**src/rtl/remap_pkg.sv**
```systemverilog
// Package: shared widths, fault-mode type and half-leg position helpers.
// Assumes states are coded 1..9; any other value is illegal.
package remap_pkg;

    localparam int STATE_W    = 4;
    localparam int CODE_W     = 2;
    localparam int LEG_W      = 4;
    localparam int NUM_LEGS   = 2;
    localparam int GATE_W     = LEG_W * NUM_LEGS;
    localparam int NUM_STATES = 9;

    typedef enum logic [CODE_W-1:0] {
        MODE_HEALTHY    = 2'd0,
        MODE_UPPER_FAIL = 2'd1,
        MODE_LOWER_FAIL = 2'd2
    } fault_mode_e;

    typedef logic [1:0] leg_pos_t;

    // Position of the upper half-leg: 0 = top pair on, 1 = middle, 2 = bottom pair on.
    function automatic leg_pos_t upper_pos(input logic [STATE_W-1:0] s);
        case (s)
            4'd1, 4'd2, 4'd4: upper_pos = 2'd0;
            4'd3, 4'd5, 4'd7: upper_pos = 2'd1;
            4'd6, 4'd8, 4'd9: upper_pos = 2'd2;
            default:          upper_pos = 2'd0;
        endcase
    endfunction

    // Position of the lower half-leg, same meaning as for the upper half-leg.
    function automatic leg_pos_t lower_pos(input logic [STATE_W-1:0] s);
        case (s)
            4'd4, 4'd7, 4'd9: lower_pos = 2'd0;
            4'd2, 4'd5, 4'd8: lower_pos = 2'd1;
            4'd1, 4'd3, 4'd6: lower_pos = 2'd2;
            default:          lower_pos = 2'd0;
        endcase
    endfunction

    // Terminal level in half-link steps (-2..+2) derived from the two leg positions.
    function automatic logic signed [2:0] term_level(input logic [STATE_W-1:0] s);
        term_level = $signed({1'b0, lower_pos(s)}) - $signed({1'b0, upper_pos(s)});
    endfunction

    // True for the legal request range 1..NUM_STATES.
    function automatic logic state_legal(input logic [STATE_W-1:0] s);
        state_legal = (s != '0) && (s <= STATE_W'(NUM_STATES));
    endfunction

endpackage

```
**src/rtl/fault_mode_latch.sv**
```systemverilog
// Fault mode latch: captures the diagnosed diode-pair code on a load strobe.
// Assumes a load is accepted only while healthy; a failed mode is sticky until reset.
module fault_mode_latch
    import remap_pkg::*;
#(
    parameter int CW = CODE_W
) (
    input  logic          clk,
    input  logic          rst_n,
    input  logic          load,
    input  logic [CW-1:0] code,
    output fault_mode_e   mode
);

    fault_mode_e mode_q;
    logic        code_ok;

    // Decide whether the offered code names a real mode.
    always_comb code_ok = (code == CW'(MODE_UPPER_FAIL)) || (code == CW'(MODE_LOWER_FAIL));

    // Hold the latched mode; accept a failed-pair code only from healthy.
    always_ff @(posedge clk) begin
        if (!rst_n) begin
            mode_q <= MODE_HEALTHY;
        end else if (load && code_ok && (mode_q == MODE_HEALTHY)) begin
            mode_q <= fault_mode_e'(code);
        end
    end

    assign mode = mode_q;


    mode_sticky_chk: assert property (@(posedge clk) disable iff (!rst_n)
        (mode_q != MODE_HEALTHY) |=> (mode_q == $past(mode_q)));


    mode_legal_chk: assert property (@(posedge clk) disable iff (!rst_n)
        (mode_q == MODE_HEALTHY) || (mode_q == MODE_UPPER_FAIL) || (mode_q == MODE_LOWER_FAIL));

endmodule

```
**src/rtl/state_substitute.sv**
```systemverilog
// State substitution: replaces states that route current through a failed pair.
// Assumes combinational use; the caller registers the result on its strobe.
module state_substitute
    import remap_pkg::*;
#(
    parameter int SW = STATE_W
) (
    input  logic          clk,
    input  logic          rst_n,
    input  fault_mode_e   mode,
    input  logic          zero_sel,
    input  logic [SW-1:0] req,
    output logic [SW-1:0] mapped,
    output logic          invalid
);

    logic [SW-1:0] zero_state;

    // Pick which neutral-point-free state stands in for the middle state.
    always_comb zero_state = zero_sel ? SW'(6) : SW'(4);

    // Map the request according to the latched fault mode.
    always_comb begin
        invalid = !state_legal(req);
        mapped  = req;
        unique case (mode)
            MODE_UPPER_FAIL: begin
                if (req == SW'(3))      mapped = SW'(2);
                else if (req == SW'(5)) mapped = zero_state;
                else if (req == SW'(7)) mapped = SW'(8);
            end
            MODE_LOWER_FAIL: begin
                if (req == SW'(2))      mapped = SW'(3);
                else if (req == SW'(5)) mapped = zero_state;
                else if (req == SW'(8)) mapped = SW'(7);
            end
            default: mapped = req;
        endcase
        if (invalid) mapped = '0;
    end


    upper_avoid_chk: assert property (@(posedge clk) disable iff (!rst_n)
        (mode == MODE_UPPER_FAIL && !invalid) |->
        (mapped != SW'(3) && mapped != SW'(5) && mapped != SW'(7)));


    lower_avoid_chk: assert property (@(posedge clk) disable iff (!rst_n)
        (mode == MODE_LOWER_FAIL && !invalid) |->
        (mapped != SW'(2) && mapped != SW'(5) && mapped != SW'(8)));


    level_keep_chk: assert property (@(posedge clk) disable iff (!rst_n)
        !invalid |-> (term_level(mapped) == term_level(req)));

endmodule

```
**src/rtl/gate_encoder.sv**
```systemverilog
// Gate encoder: turns a switching state into the eight gate levels.
// Assumes bits 7..4 are the upper half-leg and bits 3..0 the lower one.
module gate_encoder
    import remap_pkg::*;
#(
    parameter int SW = STATE_W,
    parameter int LW = LEG_W,
    parameter int NL = NUM_LEGS
) (
    input  logic [SW-1:0]    state,
    output logic [LW*NL-1:0] gates
);

    localparam int            GW        = LW * NL;
    localparam logic [LW-1:0] BASE_PAT  = {2'b11, {(LW-2){1'b0}}};

    logic valid;

    // Flag whether the state can be driven at all.
    always_comb valid = state_legal(state);

    for (genvar g = 0; g < NL; g++) begin : g_leg
        leg_pos_t pos;
        // Select the position of this half-leg.
        always_comb pos = (g == 0) ? upper_pos(state) : lower_pos(state);
        // Slide the on-pair down by the position; blank when not legal.
        assign gates[GW-1-g*LW -: LW] = valid ? (BASE_PAT >> pos) : '0;
    end

endmodule

```
**src/rtl/diode_fault_remapper.sv**
```systemverilog
// Top: remaps modulator states around a failed clamping-diode pair and
// registers the gate outputs on each state-change strobe.
// Assumes dead-time insertion is done downstream.
module diode_fault_remapper
    import remap_pkg::*;
#(
    parameter int SW = STATE_W,
    parameter int CW = CODE_W,
    parameter int GW = GATE_W
) (
    input  logic          clk,
    input  logic          rst_n,
    input  logic          diode_load,
    input  logic [CW-1:0] diode_code,
    input  logic          zero_sel,
    input  logic          state_stb,
    input  logic [SW-1:0] state_req,
    output logic [GW-1:0] gates,
    output logic [SW-1:0] state_out,
    output logic          state_err
);

    fault_mode_e   mode;
    logic [SW-1:0] mapped;
    logic          invalid;
    logic [GW-1:0] enc_gates;
    logic [GW-1:0] gates_q;
    logic [SW-1:0] state_q;
    logic          err_q;

    fault_mode_latch #(.CW(CW)) u_mode (
        .clk   (clk),
        .rst_n (rst_n),
        .load  (diode_load),
        .code  (diode_code),
        .mode  (mode)
    );

    state_substitute #(.SW(SW)) u_sub (
        .clk      (clk),
        .rst_n    (rst_n),
        .mode     (mode),
        .zero_sel (zero_sel),
        .req      (state_req),
        .mapped   (mapped),
        .invalid  (invalid)
    );

    gate_encoder #(.SW(SW), .LW(LEG_W), .NL(NUM_LEGS)) u_enc (
        .state (mapped),
        .gates (enc_gates)
    );

    // Register the applied state only on a modulator strobe.
    always_ff @(posedge clk) begin
        if (!rst_n) begin
            gates_q <= '0;
            state_q <= '0;
            err_q   <= 1'b0;
        end else if (state_stb) begin
            gates_q <= enc_gates;
            state_q <= mapped;
            err_q   <= invalid;
        end
    end

    assign gates     = gates_q;
    assign state_out = state_q;
    assign state_err = err_q;


    hold_no_stb_chk: assert property (@(posedge clk) disable iff (!rst_n)
        !state_stb |=> ($stable(gates_q) && $stable(state_q) && $stable(err_q)));


    comp_pairs_chk: assert property (@(posedge clk) disable iff (!rst_n)
        (gates_q != '0) |->
        (gates_q[5] != gates_q[7] && gates_q[4] != gates_q[6] &&
         gates_q[2] != gates_q[0] && gates_q[3] != gates_q[1]));


    four_on_chk: assert property (@(posedge clk) disable iff (!rst_n)
        (gates_q == '0) || ($countones(gates_q) == 4));


    err_blank_chk: assert property (@(posedge clk) disable iff (!rst_n)
        err_q |-> (gates_q == '0 && state_q == '0));

endmodule

```
**config.mk**
```make
export PLATFORM = sky130hd
export DESIGN_NAME = diode_fault_remapper
export DESIGN_NICKNAME = d
export VERILOG_FILES = /design/src/rtl/remap_pkg.sv /design/src/rtl/fault_mode_latch.sv /design/src/rtl/state_substitute.sv /design/src/rtl/gate_encoder.sv /design/src/rtl/diode_fault_remapper.sv
export SDC_FILE = /design/constraint.sdc
export NUM_CORES = 1
export LEC_CHECK = 0
export BUFFER_PORTS_ARGS = -buffer_cell sky130_fd_sc_hd__buf_4
export CAP_MARGIN = 10
export CELL_PAD_IN_SITES_DETAIL_PLACEMENT = 1
export CELL_PAD_IN_SITES_GLOBAL_PLACEMENT = 1
export CORE_ASPECT_RATIO = 1.75
export CORE_MARGIN = 3
export CORE_UTILIZATION = 25
export CTS_CLUSTER_DIAMETER = 120
export CTS_CLUSTER_SIZE = 8
export DETAILED_ROUTE_END_ITERATION = 10
export PLACE_DENSITY = 0.51
export RECOVER_POWER = 50
export SYNTH_ARGS = -nofsm -noshare
export SYNTH_HDL_FRONTEND = slang
export SYNTH_SLANG_ARGS = --single-unit
```
**constraint.sdc**
```tcl
create_clock -name clk -period 7.54 [get_ports clk]
set_clock_uncertainty 0.15 [all_clocks]
set_input_delay 0.377 -clock clk [delete_from_list [all_inputs] [get_ports clk]]
set_output_delay 0.377 -clock clk [all_outputs]
set_load 0.01 [all_outputs]
```
==> results_dict.tcl <==
set metrics [dict create \
    status "complete, no violations" \
    fmax_mhz 332.2 \
    fin_hold_ws_ps 301.1 \
    syn_area_mm2 0.001149 \
    power_density_mw_per_mm2 184.3 \
    worst_ep_required_time_ps 7560 \
    irDropWorstVdd_uv 98.04 \
    grt-ovfl-total 0 \
    critPathKind "flop to flop" \
    cp_top_family "compound AO/OA/AOI/OAI gates" \
    cp_max_fo 8 \
    setup_tns_ps 0 \
    area_delta_synth_final_pct 16.34 \
    grt_usage_pct 13.80 \
    coreArea_mm2 0.004404 \
    syn_nets 146 \
    synth-edff-count 0 \
    drive_above_1_share_pct 19.08 \
    p_leak_nw 0.4856 \
    grt_max_degree 15 \
    netlist_instances 131 \
    clock-root-buffer "clkbuf_8" \
    clock_path_buffers 2 \
    ios 24 \
    via_count 1097 \
    finalHoldViolCount 0 \
    final_common_cell "dfxtp_1" \
    async_flop_share_pct 0 \
    min_to "u_mode.mode[1]" \
    wl_per_cell_um 17.51 \
    die_w_um 57.24 \
    dp.cells 199 \
    tightestPinTransition_ps 910.7 \
    die_h_um 95.67 \
    tritoncts "yes" \
    drv_slew 0 \
    cts_resized 0 \
    cts_buffers 3 \
    drt_iter0_drc 28 \
    cpPeakStageDelay_ps 460 \
    hold_start "diode_code[1]" \
    final_cells 203 \
    r2r_slack_ps 4530 \
    yosysUniqueCellTypes 50 \
    cp_slowest_cell "ha_1" \
    gp_congestion 0.8517 \
    dp_hpwl_um 2863 \
    antenna_found_initial 0 \
    rsz0062_at_grt "no" \
    grt_pass1_vias 1179 \
    setup_viol 0 \
    grt_pass1_wl_um 5934 \
    port_buffers 23 \
    postCtsSetupBuffers 0 \
    whs_path_depth 3 \
    final_cell_mix "dfxtp_1, nand2_1, clkbuf_1" \
    cpMostUsedCell "ha_1" \
    critPathBufInv 2 \
    ys_ff_latch 15 \
    min_period_ps 3010 \
    ctsHoldBuffers 0 \
    drc_errors 0 \
    avgViaCountPerCell 5.404 \
    cp.arrival_ps 3030 \
    maxSlewHeadroom_pct 39.29 \
    nets 168 \
    firstDrtPassIters 4 \
    htree_levels 1 \
    dieArea_mm2 0.005476 \
    ys_seq_area_share_pct 26.14 \
    start_kind "flop" \
    start_util_pct 26.08 \
    yosys_warnings 0 \
    totalPowerFinal_uw 246.3 \
    final_util_pct 30.34 \
    cap_viol_max_count 0 \
    antenna_left 0 \
    n_antenna_cell 0 \
    min_path_type "input port to flop" \
    ff2ff_path_depth 11 \
    r2r_end "gates[1]" \
    rows 32 \
    clk_latency_ps 250 \
    synthFlopType "dfxtp_1" \
    clock_sinks 15 \
    clk_pin_slew_ps 60 \
    post-route-period-util_pct 39.92 \
    synth.avg_cell_area_um2 8.768 \
    cp_cell_sequence "inv_1 > ha_1 > inv_4 > a211oi_4 > o211ai_2 > a221oi_4 > mux2i_1 > nand2_1 > ha_1 > nand3_1 > o31ai_2" \
    endpoint_kind "flop" \
    totalWireLength_um 3555 \
    reg2reg_from "u_mode.mode[0]" \
]
## stage by stage
stage	setup slack (ps)	cell area, um2
after floorplan	4866	1149
after global placement	4601	1346
after detailed placement	4525	1346
after CTS	4493	1393
after global routing	4278	1336
final	4530	1336
## state kept, by name, summed over array words and instances (netlist names)
signal and flops:
gates 8, state_err 1, state_out 4, u_mode.mode 2
## cells in the mapped netlist (2+ instances only)
master,instances,area [um2]
ha_1,4,50.05
o21ai_0,10,50.05
a31oi_1,2,12.51
o31ai_2,3,37.54
and2_1,2,12.51
buf_4,2,15.01
inv_1,5,18.77
o21a_1,3,22.52
dfxtp_1,15,300.3
mux2i_1,6,60.06
a21boi_0,3,22.52
o22ai_1,3,18.77
and3_1,2,12.51
a22o_1,2,17.52
a21oi_1,4,20.02
nor2b_1,6,37.54
nand3_1,8,40.04
nand2_1,13,48.80
nor2_1,7,26.28
## power by group
part           total, mW  internal (mW)  switching (mW)
combinational     0.0893         0.0347          0.0546
clock             0.0664         0.0366          0.0298
sequential        0.0905         0.0866         0.00392
## cell type report
cell class	count	area [um2]
Clock buffer	3	41.29
Clock inverter	1	5.005
Fill cell	552	3068
Inverter	6	25.02
Multi-Input combinational cell	104	777.0
Sequential cell	15	300.3
Tap cell	51	63.81
Timing Repair Buffer	23	123.9
## cells by family after synthesis
| family | count (synthesis) | synth area share (%) |
|---|---|---|
| buffers and inverters | 12 | 5.555 |
| adders and majority gates | 4 | 4.357 |
| and+or+nand+nor | 46 | 21.35 |
| muxes | 6 | 5.229 |
| DFF | 15 | 26.14 |
| AOI/OAI and AO/OA | 48 | 37.37 |
## metal layers
layer,track usage (%),wire length [um]
met1,14.81,1385
met2,27.10,2010
met3,0.8130,107
met4,5.609,52
met5,0,0
## worst min-delay path, cell delays in order
cell and delay, ps:
buf_4 110, o21ai_0 70, a21boi_0 90
## worst max path at each step
stage | startpoint | endpoint | slack, ps | cells past startpoint
after global routing | u_mode.mode[1] | gates[1] | 4280 | 11
after detailed placement | u_mode.mode[0] | gates[1] | 4520 | 11
after global placement | u_mode.mode[0] | gates[1] | 4600 | 11
after floorplan | u_mode.mode[0] | gates[1] | 4870 | 11
final | u_mode.mode[0] | gates[1] | 4530 | 11
after CTS | u_mode.mode[0] | gates[1] | 4490 | 11
No activity file was read; power rests on OpenSTA's default activity.
